`config.mk`:
```
export PLATFORM = sky130hd
export DESIGN_NAME = iso_pulse_tx
export DESIGN_NICKNAME = d
export VERILOG_FILES = /design/src/rtl/iso_pulse_pkg.sv /design/src/rtl/iso_sync2.sv /design/src/rtl/iso_edge_det.sv /design/src/rtl/iso_refresh_tmr.sv /design/src/rtl/iso_chan_enc.sv /design/src/rtl/iso_pulse_tx.sv
export SDC_FILE = /design/constraint.sdc
export NUM_CORES = 1
export LEC_CHECK = 0
export ABC_CLOCK_PERIOD_IN_PS = 2400
export CORE_AREA = 2 2 45 47
export CTS_CLUSTER_SIZE = 10
export DETAILED_ROUTE_END_ITERATION = 7
export DIE_AREA = 0 0 47 49
export PLACE_DENSITY = 0.86
export RECOVER_POWER = 100
export SYNTH_ARGS = -nofsm -noshare
export SYNTH_HDL_FRONTEND = slang
export SYNTH_HIERARCHICAL = 1
export SYNTH_SLANG_ARGS = --single-unit
```
`constraint.sdc`:
```
create_clock -name clk_i -period 2.4 [get_ports clk_i]
set_input_delay 0.36 -clock clk_i [delete_from_list [all_inputs] [get_ports clk_i]]
set_output_delay 0.36 -clock clk_i [all_outputs]
set_load 0.02 [all_outputs]
```
`src/rtl/iso_pulse_pkg.sv`:
```
package iso_pulse_pkg;

    // What a channel puts on its two pulse lines in a given cycle
    typedef enum logic [1:0] {
        PK_NONE = 2'b00,
        PK_SET  = 2'b01,
        PK_CLR  = 2'b10
    } pulse_kind_e;

    // Synchronised level plus the edges seen against the previous sample
    typedef struct packed {
        logic lvl;
        logic rise;
        logic fall;
    } edge_info_t;

    // Refresh period in whole clock cycles, rounded up
    function automatic int unsigned period_cycles(input int unsigned clk_mhz,
                                                  input int unsigned per_ns);
        return (clk_mhz * per_ns + 999) / 1000;
    endfunction

    // Pulse kind that restates a static level
    function automatic pulse_kind_e level_kind(input logic lvl);
        return lvl ? PK_SET : PK_CLR;
    endfunction

endpackage

```
`src/rtl/iso_sync2.sv`:
```
module iso_sync2 #(
    parameter int unsigned W = 2
) (
    input  logic         clk_i,
    input  logic         rst_i,
    input  logic [W-1:0] d_i,
    output logic [W-1:0] q_o
);
    logic [W-1:0] meta_q;
    logic [W-1:0] sync_q;

    always_ff @(posedge clk_i) begin
        if (rst_i) begin
            meta_q <= '0;
            sync_q <= '0;
        end else begin
            meta_q <= d_i;
            sync_q <= meta_q;
        end
    end

    assign q_o = sync_q;
endmodule

```
`src/rtl/iso_edge_det.sv`:
```
module iso_edge_det
    import iso_pulse_pkg::*;
(
    input  logic       clk_i,
    input  logic       rst_i,
    input  logic       lvl_i,
    output edge_info_t info_o
);
    logic prev_q;

    // The previous sample follows the input even without power,
    // so changes made while unpowered never turn into late edges.
    always_ff @(posedge clk_i) begin
        if (rst_i) prev_q <= 1'b0;
        else       prev_q <= lvl_i;
    end

    always_comb begin
        info_o.lvl  = lvl_i;
        info_o.rise = lvl_i & ~prev_q;
        info_o.fall = ~lvl_i & prev_q;
    end
endmodule

```
`src/rtl/iso_refresh_tmr.sv`:
```
module iso_refresh_tmr #(
    parameter int unsigned PERIOD = 88
) (
    input  logic clk_i,
    input  logic rst_i,
    input  logic run_i,
    input  logic restart_i,
    output logic due_o
);
    localparam int unsigned CW   = (PERIOD > 2) ? $clog2(PERIOD) : 1;
    localparam int unsigned LAST = PERIOD - 1;

    logic [CW-1:0] cnt_q;

    assign due_o = (cnt_q == CW'(LAST));

    always_ff @(posedge clk_i) begin
        if (rst_i || !run_i || restart_i || due_o) cnt_q <= '0;
        else                                        cnt_q <= cnt_q + 1'b1;
    end
endmodule

```
`src/rtl/iso_chan_enc.sv`:
```
module iso_chan_enc
    import iso_pulse_pkg::*;
#(
    parameter int unsigned REFRESH_CYC = 88
) (
    input  logic clk_i,
    input  logic rst_i,
    input  logic pwr_i,
    input  logic lvl_i,
    output logic set_o,
    output logic clr_o
);
    edge_info_t  info;
    logic        due;
    pulse_kind_e kind_d;
    pulse_kind_e kind_q;

    iso_edge_det u_edge (
        .clk_i  (clk_i),
        .rst_i  (rst_i),
        .lvl_i  (lvl_i),
        .info_o (info)
    );

    iso_refresh_tmr #(.PERIOD(REFRESH_CYC)) u_tmr (
        .clk_i     (clk_i),
        .rst_i     (rst_i),
        .run_i     (pwr_i),
        .restart_i (info.rise | info.fall),
        .due_o     (due)
    );

    // Edges take precedence over refresh; nothing leaves without power
    always_comb begin
        kind_d = PK_NONE;
        if (pwr_i) begin
            if (info.rise)      kind_d = PK_SET;
            else if (info.fall) kind_d = PK_CLR;
            else if (due)       kind_d = level_kind(info.lvl);
        end
    end

    always_ff @(posedge clk_i) begin
        if (rst_i) kind_q <= PK_NONE;
        else       kind_q <= kind_d;
    end

    assign set_o = (kind_q == PK_SET);
    assign clr_o = (kind_q == PK_CLR);
endmodule

```
`src/rtl/iso_pulse_tx.sv`:
```
module iso_pulse_tx
    import iso_pulse_pkg::*;
#(
    parameter int unsigned NCH        = 2,
    parameter int unsigned CLK_MHZ    = 100,
    parameter int unsigned REFRESH_NS = 880
) (
    input  logic           clk_i,
    input  logic           rst_i,
    input  logic           pwr_i,
    input  logic [NCH-1:0] din_i,
    output logic [NCH-1:0] set_o,
    output logic [NCH-1:0] clr_o
);
    localparam int unsigned REFRESH_CYC = period_cycles(CLK_MHZ, REFRESH_NS);

    logic [NCH-1:0] lvl;

    iso_sync2 #(.W(NCH)) u_sync (
        .clk_i (clk_i),
        .rst_i (rst_i),
        .d_i   (din_i),
        .q_o   (lvl)
    );

    for (genvar c = 0; c < NCH; c++) begin : g_ch
        iso_chan_enc #(.REFRESH_CYC(REFRESH_CYC)) u_enc (
            .clk_i (clk_i),
            .rst_i (rst_i),
            .pwr_i (pwr_i),
            .lvl_i (lvl[c]),
            .set_o (set_o[c]),
            .clr_o (clr_o[c])
        );
    end
endmodule

```
## Yosys cells after proc, flatten, opt, wreduce, memory -nomap -nowiden

Cells that the tools add are included.

| storage, ports and cells | value |
|---|---|
| flip-flop bits (word level) | 24 |
| input port bits | 5 |
| logic and storage cells | 46 |

| operators by class | value |
|---|---|
| add/subtract/negate cells | 2 |
| equality and inequality tests | 6 |
| multiplexer cells | 8 |
| bitwise operators | 11 |
| reductions and logical operators | 9 |

Operators with widths:

| operator | count |
|---|---|
| 7-bit by 1-bit adder with 7-bit output (second input constant) | 2 |
| 7-bit == test (second input constant) | 2 |
| 2-bit two-way mux | 6 |
| 3-bit OR reduction | 2 |
| 1-bit logical OR | 5 |
| 1-bit NOT | 5 |
| 1-bit bitwise AND | 4 |
| 2-bit by 1-bit == test with 1-bit output (second input constant) | 2 |
| 2-bit == test (second input constant) | 2 |
| 1-bit two-way mux | 2 |
| 1-bit OR | 2 |
| 2-bit OR reduction | 1 |
| 1-bit zero test | 1 |

## Depth between registers and ports, before layout

Gate-level depths: netlist of the first run.

| logic depth | value |
|---|---|
| word-level depth | 5 |
| depth in mapped cells | 6 |
| gate-level depth less buffers | 6 |

## By module

The synthesis of the first run kept the hierarchy.

Modules (own cells, without submodules):

| module | times used | cells an instance | area an instance (sq um) |
|---|---|---|---|
| iso_refresh_tmr | 2 | 33 | 310.3 |
| iso_chan_enc | 2 | 12 | 108.9 |
| iso_sync2 | 1 | 8 | 105.1 |
| iso_edge_det | 2 | 5 | 46.3 |

## Worst setup path before layout of the first run

Ideal clock, no wire load.

| timing path | value |
|---|---|
| path kind | reg2reg |
| start point | register g_ch[0].u_enc.u_tmr.cnt_q[0] |
| end point | register g_ch[0].u_enc.kind_q[1] |
| setup time | 79 ps |
| arrival | 1073 ps |
| required time | 2321 ps |
| path slack | 1248 ps |
| stages on the path, launching flop included | 6 |
| buffers on the path | 0 |
| clock period less this slack | 1152 ps |
| cell sequence | dfxtp_1 ha_1 nand2_1 nor2_1 nand2b_4 a211oi_2 |

| on the way | value |
|---|---|
| longest elaborated chain between the ends | 3 |

RTL lines:

| element | RTL line | text |
|---|---|---|
| start, declared | iso_refresh_tmr.sv:13 | `logic [CW-1:0] cnt_q;` |
| start signal, assigned | iso_refresh_tmr.sv:19 | `else cnt_q <= cnt_q + 1'b1;` |
| 7-bit == test | iso_refresh_tmr.sv:15 | `assign due_o = (cnt_q == CW'(LAST));` |
| named net g_ch[0].u_enc.due | iso_chan_enc.sv:14 | `logic due;` |
| 2-bit two-way mux | iso_chan_enc.sv:39 | `else if (due) kind_d = level_kind(info.lvl);` |
| 2-bit two-way mux | iso_chan_enc.sv:38 | `else if (info.fall) kind_d = PK_CLR;` |
| end signal, assigned | iso_chan_enc.sv:45 | `else kind_q <= kind_d;` |
| end, declared | iso_chan_enc.sv:16 | `pulse_kind_e kind_q;` |

The timed path passes the listed nets, and every way through them passes these cells.
A chain may end at the register's enable or synchronous reset.

## Worst setup path in the final report of the first run

| timing path | value |
|---|---|
| start point | register g_ch[1].u_enc.kind_q[0] |
| end point | output port set_o[1] |

| on the way | value |
|---|---|
| longest elaborated chain between the ends | 1 |

RTL lines:

| element | RTL line | text |
|---|---|---|
| start, declared | iso_chan_enc.sv:16 |  |
| start signal, assigned | iso_chan_enc.sv:45 |  |
| 2-bit by 1-bit == test with 1-bit output | iso_chan_enc.sv:48 | `assign set_o = (kind_q == PK_SET);` |
| end, declared | iso_pulse_tx.sv:12 | `output logic [NCH-1:0] set_o,` |

Every way passes these cells.

==> metrics.cfg, run 1 <==
[run_status]
status = finished clean

[clock_network]
numCtsBuffers = 3
clock_path_buffers = 2
cts_htree_levels = 1
cts_hold_buffers = 0
cts_root_buffer = sky130_fd_sc_hd__clkbuf_4
clk-insertion-delay-late_ns = 0.31
cts-resized-gates = 0
post_cts_buffers = 0
clk_pin_slew_ns = 0.12
cts_tree = yes
cts.sink_count = 24

[timing]
final.setup_skew_ns = 0.00312
final_max_slew_viol_count = 0
period_minus_slack_ns = 1.81
setup_total_negative_slack_ns = 0
setup_viol_count_final = 0
fmaxAchievable_mhz = 552
rsz_0062_raised_after_global_routing = no
hold_viol_final = 0
tightest_slew_ns = 0.667
slew_headroom = 0.551
fraction_of_the_cycle_the_final_worst_path_needs = 0.754
timing.final.ws_setup_ns = 0.590
fin_hold_ws_ns = 0.452

[synthesis]
post_synth_instance_area_um2 = 1040
yosys.cell_types.count = 22
yosysSeqAreaShare = 0.464
synthesis.area_per_instance_um2 = 9.59
synth.ff_latch_count = 24
yosysWarningCount = 6
synth_fp_nets = 117
synth_cells = 108

[finish]
share_of_layout_cells_above_drive_strength_1 = 0.0847
seq_area_um2 = 480
area_growth_syn_to_layout_pct = 11.4
count_of_antenna_diodes_in_the_layout = 0
layout.cell_area.non_filler_um2 = 1150
multiInputGateArea_um2 = 500
finalNetCount = 128
post_layout_nonfiller_instances = 145
fillCellCount = 152

[floorplan]
die-height_um = 49
dieWidth_um = 47
floorplan.rows = 16
pin_count = 9
core_area_um2 = 1840
die-area_um2 = 2300
initial_standard_cell_utilization_of_the_core = 0.563

[critical_path]
r2r-start = g_ch[0].u_enc/u_tmr/cnt_q[0]
timing_worst_setup_path_type = flop to output port
r2r.worst_path.cells = 4
setup.worst_path.start_class = flop
slowest_stage = sky130_fd_sc_hd__dlygate4sd3_1
required_ns = 2.04
timing.critical_path.cells = nor2b_1, dlygate4sd3_1
worstReg2RegEnd = g_ch[0].u_enc/u_tmr/cnt_q[3]
critical-path-max-stage-delay_ns = 0.68
critPathLaunch = g_ch[1].u_enc/kind_q[0]
timing.critical_path.arrival_ns = 1.45
critPathMaxFanout = 2
endpoint_kind = output port
worst-r2r-setup-slack_ns = 0.89
endpoint = set_o[1]

[power_and_ir_drop]
seq_power_share = 0.633
power.share.clock = 0.316
share_comb_of_total_power = 0.051
powerDensity_nw_per_um2 = 565
irDropWorstVdd_uv = 359
switching_share = 0.209
p_leak_nw = 0.443
internal-power_mw = 0.516
netSwitchingPower_mw = 0.136

[placed_design]
routabilityCongestion = 0.793
dp.final_hpwl_mm = 1.25
number_of_instances_in_the_placed_design = 141
placedInstanceArea_um2 = 1130
post-place-ws_ns = 0.748
io_buffers = 8

[drt]
drt_iter0_markers = 13
viasPerCell = 5.11
wl_mm = 1.66
wl_per_cell_um = 11.5
via_count = 741
count_of_unresolved_drc_violations_after_routing = 0
ant_nets = 0
drt_pre_antenna_iters = 4

[global_route]
first_global_vias = 696
grt_max_degree = 14
overflow = 0
antenna_found_initial = 0
first_pass_grt_wire_length_mm = 2.90
globalRouteTotalUtil = 0.175

[hold_path]
worstHoldPathType = flop to flop

[flow_run]
drv_cap = 0

## metrics by stage
step	util	total power, mW
global route	0.626	0.687
floorplan	-	0.443
detailed placement	0.616	0.457
finish	0.626	0.652
CTS	0.636	0.661
global placement	0.616	0.454
## state kept, by name, indices dropped and copies added (netlist names)
register / count
g_ch.u_enc/u_tmr/cnt_q: 14
g_ch.u_enc/kind_q: 4
g_ch.u_enc/u_edge/prev_q: 2
u_sync/meta_q: 2
u_sync/q_o: 2
## worst min-delay path by stage
stage | from | to | slack, ns | cells past startpoint
CTS | u_sync/meta_q[0] | u_sync/q_o[0] | 0.46 | 1
detailed placement | u_sync/meta_q[0] | u_sync/q_o[0] | 0.43 | 1
finish | u_sync/meta_q[0] | u_sync/q_o[0] | 0.45 | 1
global placement | u_sync/meta_q[0] | u_sync/q_o[0] | 0.42 | 1
global route | u_sync/meta_q[0] | u_sync/q_o[0] | 0.49 | 1
floorplan | u_sync/meta_q[0] | u_sync/q_o[0] | 0.41 | 1
## worst max-delay path, delay by kind of cell, from the launching register on
family	cells	cell delay [ns]
DFF	1	0.35
buffers and inverters	1	0.68
and+or+nand+nor	1	0.12
## power groups by stage
stage	logic [mW]	clock network, mW	registers (mW)
floorplan	0.0236	0	0.419
global placement	0.0335	0	0.420
detailed placement	0.0355	0	0.421
CTS	0.0357	0.212	0.413
global route	0.0373	0.236	0.414
finish	0.0333	0.206	0.413
## cell families after synthesis
group | after synthesis | synth area share
and+or+nand+nor | 52 | 0.304
DFF | 24 | 0.464
adders and majority gates | 4 | 0.0483
AOI/OAI and AO/OA | 14 | 0.0966
xor gates and xnor gates | 6 | 0.0507
buffers and inverters | 8 | 0.0362
## area by class of cell
type	count	area share
Tap cell	27	0.0293
Multi-Input combinational cell	76	0.434
Inverter	6	0.0195
Sequential cell	24	0.416
Clock buffer	4	0.0315
Timing Repair Buffer	8	0.0694
## placed cells by master (no fill, tap or decap), drive strengths merged
cell type	count
clkdlybuf4s50	3
o21ai	6
and2	2
nand4bb	2
a211oi	2
nor2	10
nand2b	4
nand3b	2
nand3	4
inv	6
xor2	6
dlygate4sd3	5
nor3b	2
a21oi	6
dfxtp	24
nand2	8
ha	4
clkbuf	4
or3	4
nor2b	14
## synthesized netlist by cell type
cell / count / area, um2
sky130_fd_sc_hd__or3_1: 4 / 25.0
sky130_fd_sc_hd__nand3_2: 2 / 20.0
sky130_fd_sc_hd__nand2b_1: 2 / 12.5
sky130_fd_sc_hd__dfxtp_1: 24 / 480
sky130_fd_sc_hd__nor3b_1: 2 / 15.0
sky130_fd_sc_hd__nand3b_1: 2 / 15.0
sky130_fd_sc_hd__and2_1: 2 / 12.5
sky130_fd_sc_hd__nand4bb_1: 2 / 22.5
sky130_fd_sc_hd__ha_1: 4 / 50.1
sky130_fd_sc_hd__nor2_1: 10 / 37.5
sky130_fd_sc_hd__o21ai_2: 2 / 17.5
sky130_fd_sc_hd__a211oi_2: 2 / 25.0
sky130_fd_sc_hd__a21oi_2: 2 / 17.5
sky130_fd_sc_hd__nand2_1: 8 / 30.0
sky130_fd_sc_hd__nand3_1: 2 / 10.0
sky130_fd_sc_hd__o21ai_0: 4 / 20.0
sky130_fd_sc_hd__buf_4: 2 / 15.0
sky130_fd_sc_hd__xor2_1: 6 / 52.6
sky130_fd_sc_hd__nor2b_1: 14 / 87.6
sky130_fd_sc_hd__a21oi_1: 4 / 20.0
sky130_fd_sc_hd__inv_1: 6 / 22.5
sky130_fd_sc_hd__nand2b_4: 2 / 27.5
## layer usage
layer	up-vias	part of all wire	GRT usage
met5	-	0	0
met4	0	0.0084	0.0880
met3	2	0.040	0.0481
met2	19	0.48	0.267
met1	342	0.47	0.220
li1	378	-	-
(Power assumes the default switching activity.)
==> inputs of run 2 (changes only) <==
--- a/config.mk
+++ b/config.mk
@@ -5,12 +5,12 @@
 export SDC_FILE = /design/constraint.sdc
 export NUM_CORES = 1
 export LEC_CHECK = 0
-export ABC_CLOCK_PERIOD_IN_PS = 2400
-export CORE_AREA = 2 2 45 47
+export ABC_CLOCK_PERIOD_IN_PS = 1600
+export CORE_AREA = 2 2 49 51
 export CTS_CLUSTER_SIZE = 10
 export DETAILED_ROUTE_END_ITERATION = 7
-export DIE_AREA = 0 0 47 49
-export PLACE_DENSITY = 0.86
+export DIE_AREA = 0 0 51 53
+export PLACE_DENSITY = 0.78
 export RECOVER_POWER = 100
 export SYNTH_ARGS = -nofsm -noshare
 export SYNTH_HDL_FRONTEND = slang
==> constraint.sdc (replaced) <==
create_clock -name clk_i -period 1.6 [get_ports clk_i]
set_input_delay 0.24 -clock clk_i [delete_from_list [all_inputs] [get_ports clk_i]]
set_output_delay 0.24 -clock clk_i [all_outputs]
set_load 0.02 [all_outputs]
==> metrics.cfg, run 2 (synthesis gave the netlist of run 1 again) <==
[timing]
fmaxAchievable_mhz = 745
rsz_0062_raised_after_global_routing = no
slew_headroom = 0.689  ; +0.138
fin_hold_ws_ns = 0.456  ; +0.00361 ns
final.setup_skew_ns = 0.000559  ; -0.00256 ns
fraction_of_the_cycle_the_final_worst_path_needs = 0.839
tightest_slew_ns = 0.464  ; -0.203 ns
period_minus_slack_ns = 1.34
hold_viol_final = 0  ; unchanged
final_max_slew_viol_count = 0  ; unchanged
setup_viol_count_final = 0  ; unchanged
setup_total_negative_slack_ns = 0  ; unchanged

[power_and_ir_drop]
p_leak_nw = 0.442  ; -0.28%
powerDensity_nw_per_um2 = 805  ; +43%
irDropWorstVdd_uv = 437  ; +22%

[finish]
post_layout_nonfiller_instances = 146  ; +0.69%
area_growth_syn_to_layout_pct = 10.0
layout.cell_area.non_filler_um2 = 1140  ; -1.2%
most_frequent_standard_cell_in_the_layout_excluding_fill_and_tap_cells = sky130_fd_sc_hd__dfxtp_1
count_of_antenna_diodes_in_the_layout = 0  ; unchanged
number_of_flip_flops_under_the_largest_register_name = 14  ; unchanged
layout_top_registers = g_ch.u_enc/u_tmr/cnt_q: 14 flops, g_ch.u_enc/kind_q: 4 flops
share_of_layout_cells_above_drive_strength_1 = 0.0763  ; -0.00847
most-common-layout-cells = 24 x sky130_fd_sc_hd__dfxtp_1, 14 x sky130_fd_sc_hd__nor2b_1, 10 x sky130_fd_sc_hd__nor2_1
max_flop_register = g_ch.u_enc/u_tmr/cnt_q
finalNetCount = 129  ; +0.78%

[floorplan]
core_area_um2 = 2150  ; +17%
floorplan.rows = 17  ; +1
initial_standard_cell_utilization_of_the_core = 0.482  ; -0.0803
die-height_um = 53  ; +8.2%
dieWidth_um = 51  ; +8.5%
die-area_um2 = 2700  ; +17%
pin_count = 9  ; unchanged

[clock_network]
numCtsBuffers = 3  ; unchanged
clock_path_buffers = 2  ; unchanged
cts_tree = yes
cts_htree_levels = 1  ; unchanged
clk-insertion-delay-late_ns = 0.30  ; about the same
clk_pin_slew_ns = 0.12  ; about the same
cts.sink_count = 24  ; unchanged
cts_hold_buffers = 0  ; unchanged
cts_root_buffer = sky130_fd_sc_hd__clkbuf_4

[critical_path]
setup.worst_path.start_class = flop
timing.critical_path.arrival_ns = 1.10  ; -0.35 ns
timing_worst_setup_path_type = flop to output port
slowest_stage = sky130_fd_sc_hd__dfxtp_1
required_ns = 1.36  ; -0.68 ns
timing.critical_path.cells = nor2b_1, dlygate4sd2_1
endpoint_kind = output port
critPathMaxFanout = 2  ; unchanged
critical-path-max-stage-delay_ns = 0.35  ; -0.33 ns

[flow_run]
drv_cap = 0  ; unchanged

[global_route]
antenna_found_initial = 0  ; unchanged
grt_max_degree = 13  ; -1
globalRouteTotalUtil = 0.145  ; -0.0301
first_global_vias = 719  ; +3.3%
overflow = 0  ; unchanged
first_pass_grt_wire_length_mm = 2.88  ; -0.69%

[placed_design]
io_buffers = 8  ; unchanged
placedInstanceArea_um2 = 1140  ; +0.77%
number_of_instances_in_the_placed_design = 143  ; +1.4%
routabilityCongestion = 0.734  ; -7.5%
dp.final_hpwl_mm = 1.19  ; -4.8%

[drt]
drt_pre_antenna_iters = 4  ; unchanged
via_count = 733  ; -1.1%
wl_mm = 1.55  ; -7.0%
count_of_unresolved_drc_violations_after_routing = 0  ; unchanged
wl_per_cell_um = 10.6  ; -7.7%
drt_iter0_markers = 10  ; -3
ant_nets = 0  ; unchanged
viasPerCell = 5.02  ; -1.8%

[run_status]
status = finished clean

[hold_path]
worstHoldPathType = flop to flop

run 2: changes by cell type in the layout (fill, tap and decap cells not counted):
cell	before	now
sky130_fd_sc_hd__clkbuf_1	0	1
sky130_fd_sc_hd__dlygate4sd3_1	5	1
sky130_fd_sc_hd__o21ai_0	6	4
sky130_fd_sc_hd__dlygate4sd2_1	0	4
sky130_fd_sc_hd__clkbuf_8	1	0
sky130_fd_sc_hd__o21ai_1	0	2
run 2: repair_timing:
item / CTS / global route
setup endpoints to repair: 4 / 0
gates resized for setup: 4 / 0
endpoints found under the hold margin: 0 / 0
setup buffers: 0 / 0
run 2: through the flow:
step | setup WS [ns] | total power [mW] | util
3_5_place_dp | 0.145 | 0.686 | 0.532
6_report | 0.258 | 0.918 | 0.531
5_1_grt | 0.125 | 0.958 | 0.531
4_1_cts | 0.243 | 0.932 | 0.540
2_1_floorplan | 0.448 | 0.665 | -
3_3_place_gp | 0.190 | 0.683 | 0.532
run 2: worst max-delay path, delay by kind of cell, from the launching register on:
family        cells  cell delay (ns)
simple gates      1             0.12
flops             1             0.35
buf+inv           1             0.33
run 2: worst paths after layout:
kind	start	to	slack (ns)	cells after the start
max	g_ch[1].u_enc/kind_q[1]	clr_o[1]	0.26	2
min	u_sync/meta_q[0]	u_sync/q_o[0]	0.46	1
max reg2reg	u_sync/q_o[1]	g_ch[1].u_enc/u_tmr/cnt_q[5]	0.28	6
min reg2reg	u_sync/meta_q[0]	u_sync/q_o[0]	0.46	1
run 2: final cells by class:
class                      count  area (um2)
tap                           28        35.0
inverter                       6        22.5
sequential                    24         480
timing repair buffer           9        78.8
clock buffer                   3        22.5
fill                         193        1010
multi-input combinational     76         500
run 2: power by group:
| part | switching (mW) | internal, mW |
|---|---|---|
| clock | 0.163 | 0.0878 |
| combinational | 0.0241 | 0.0254 |
| sequential | 0.00849 | 0.610 |
run 2: per-layer routing:
layer  share of wire  vias up  global-route usage
li1                -      373                   -
met1            0.50      336               0.178
met2            0.44       22               0.227
met3           0.046        2              0.0282
met4           0.010        0               0.104
met5               0        -                   0
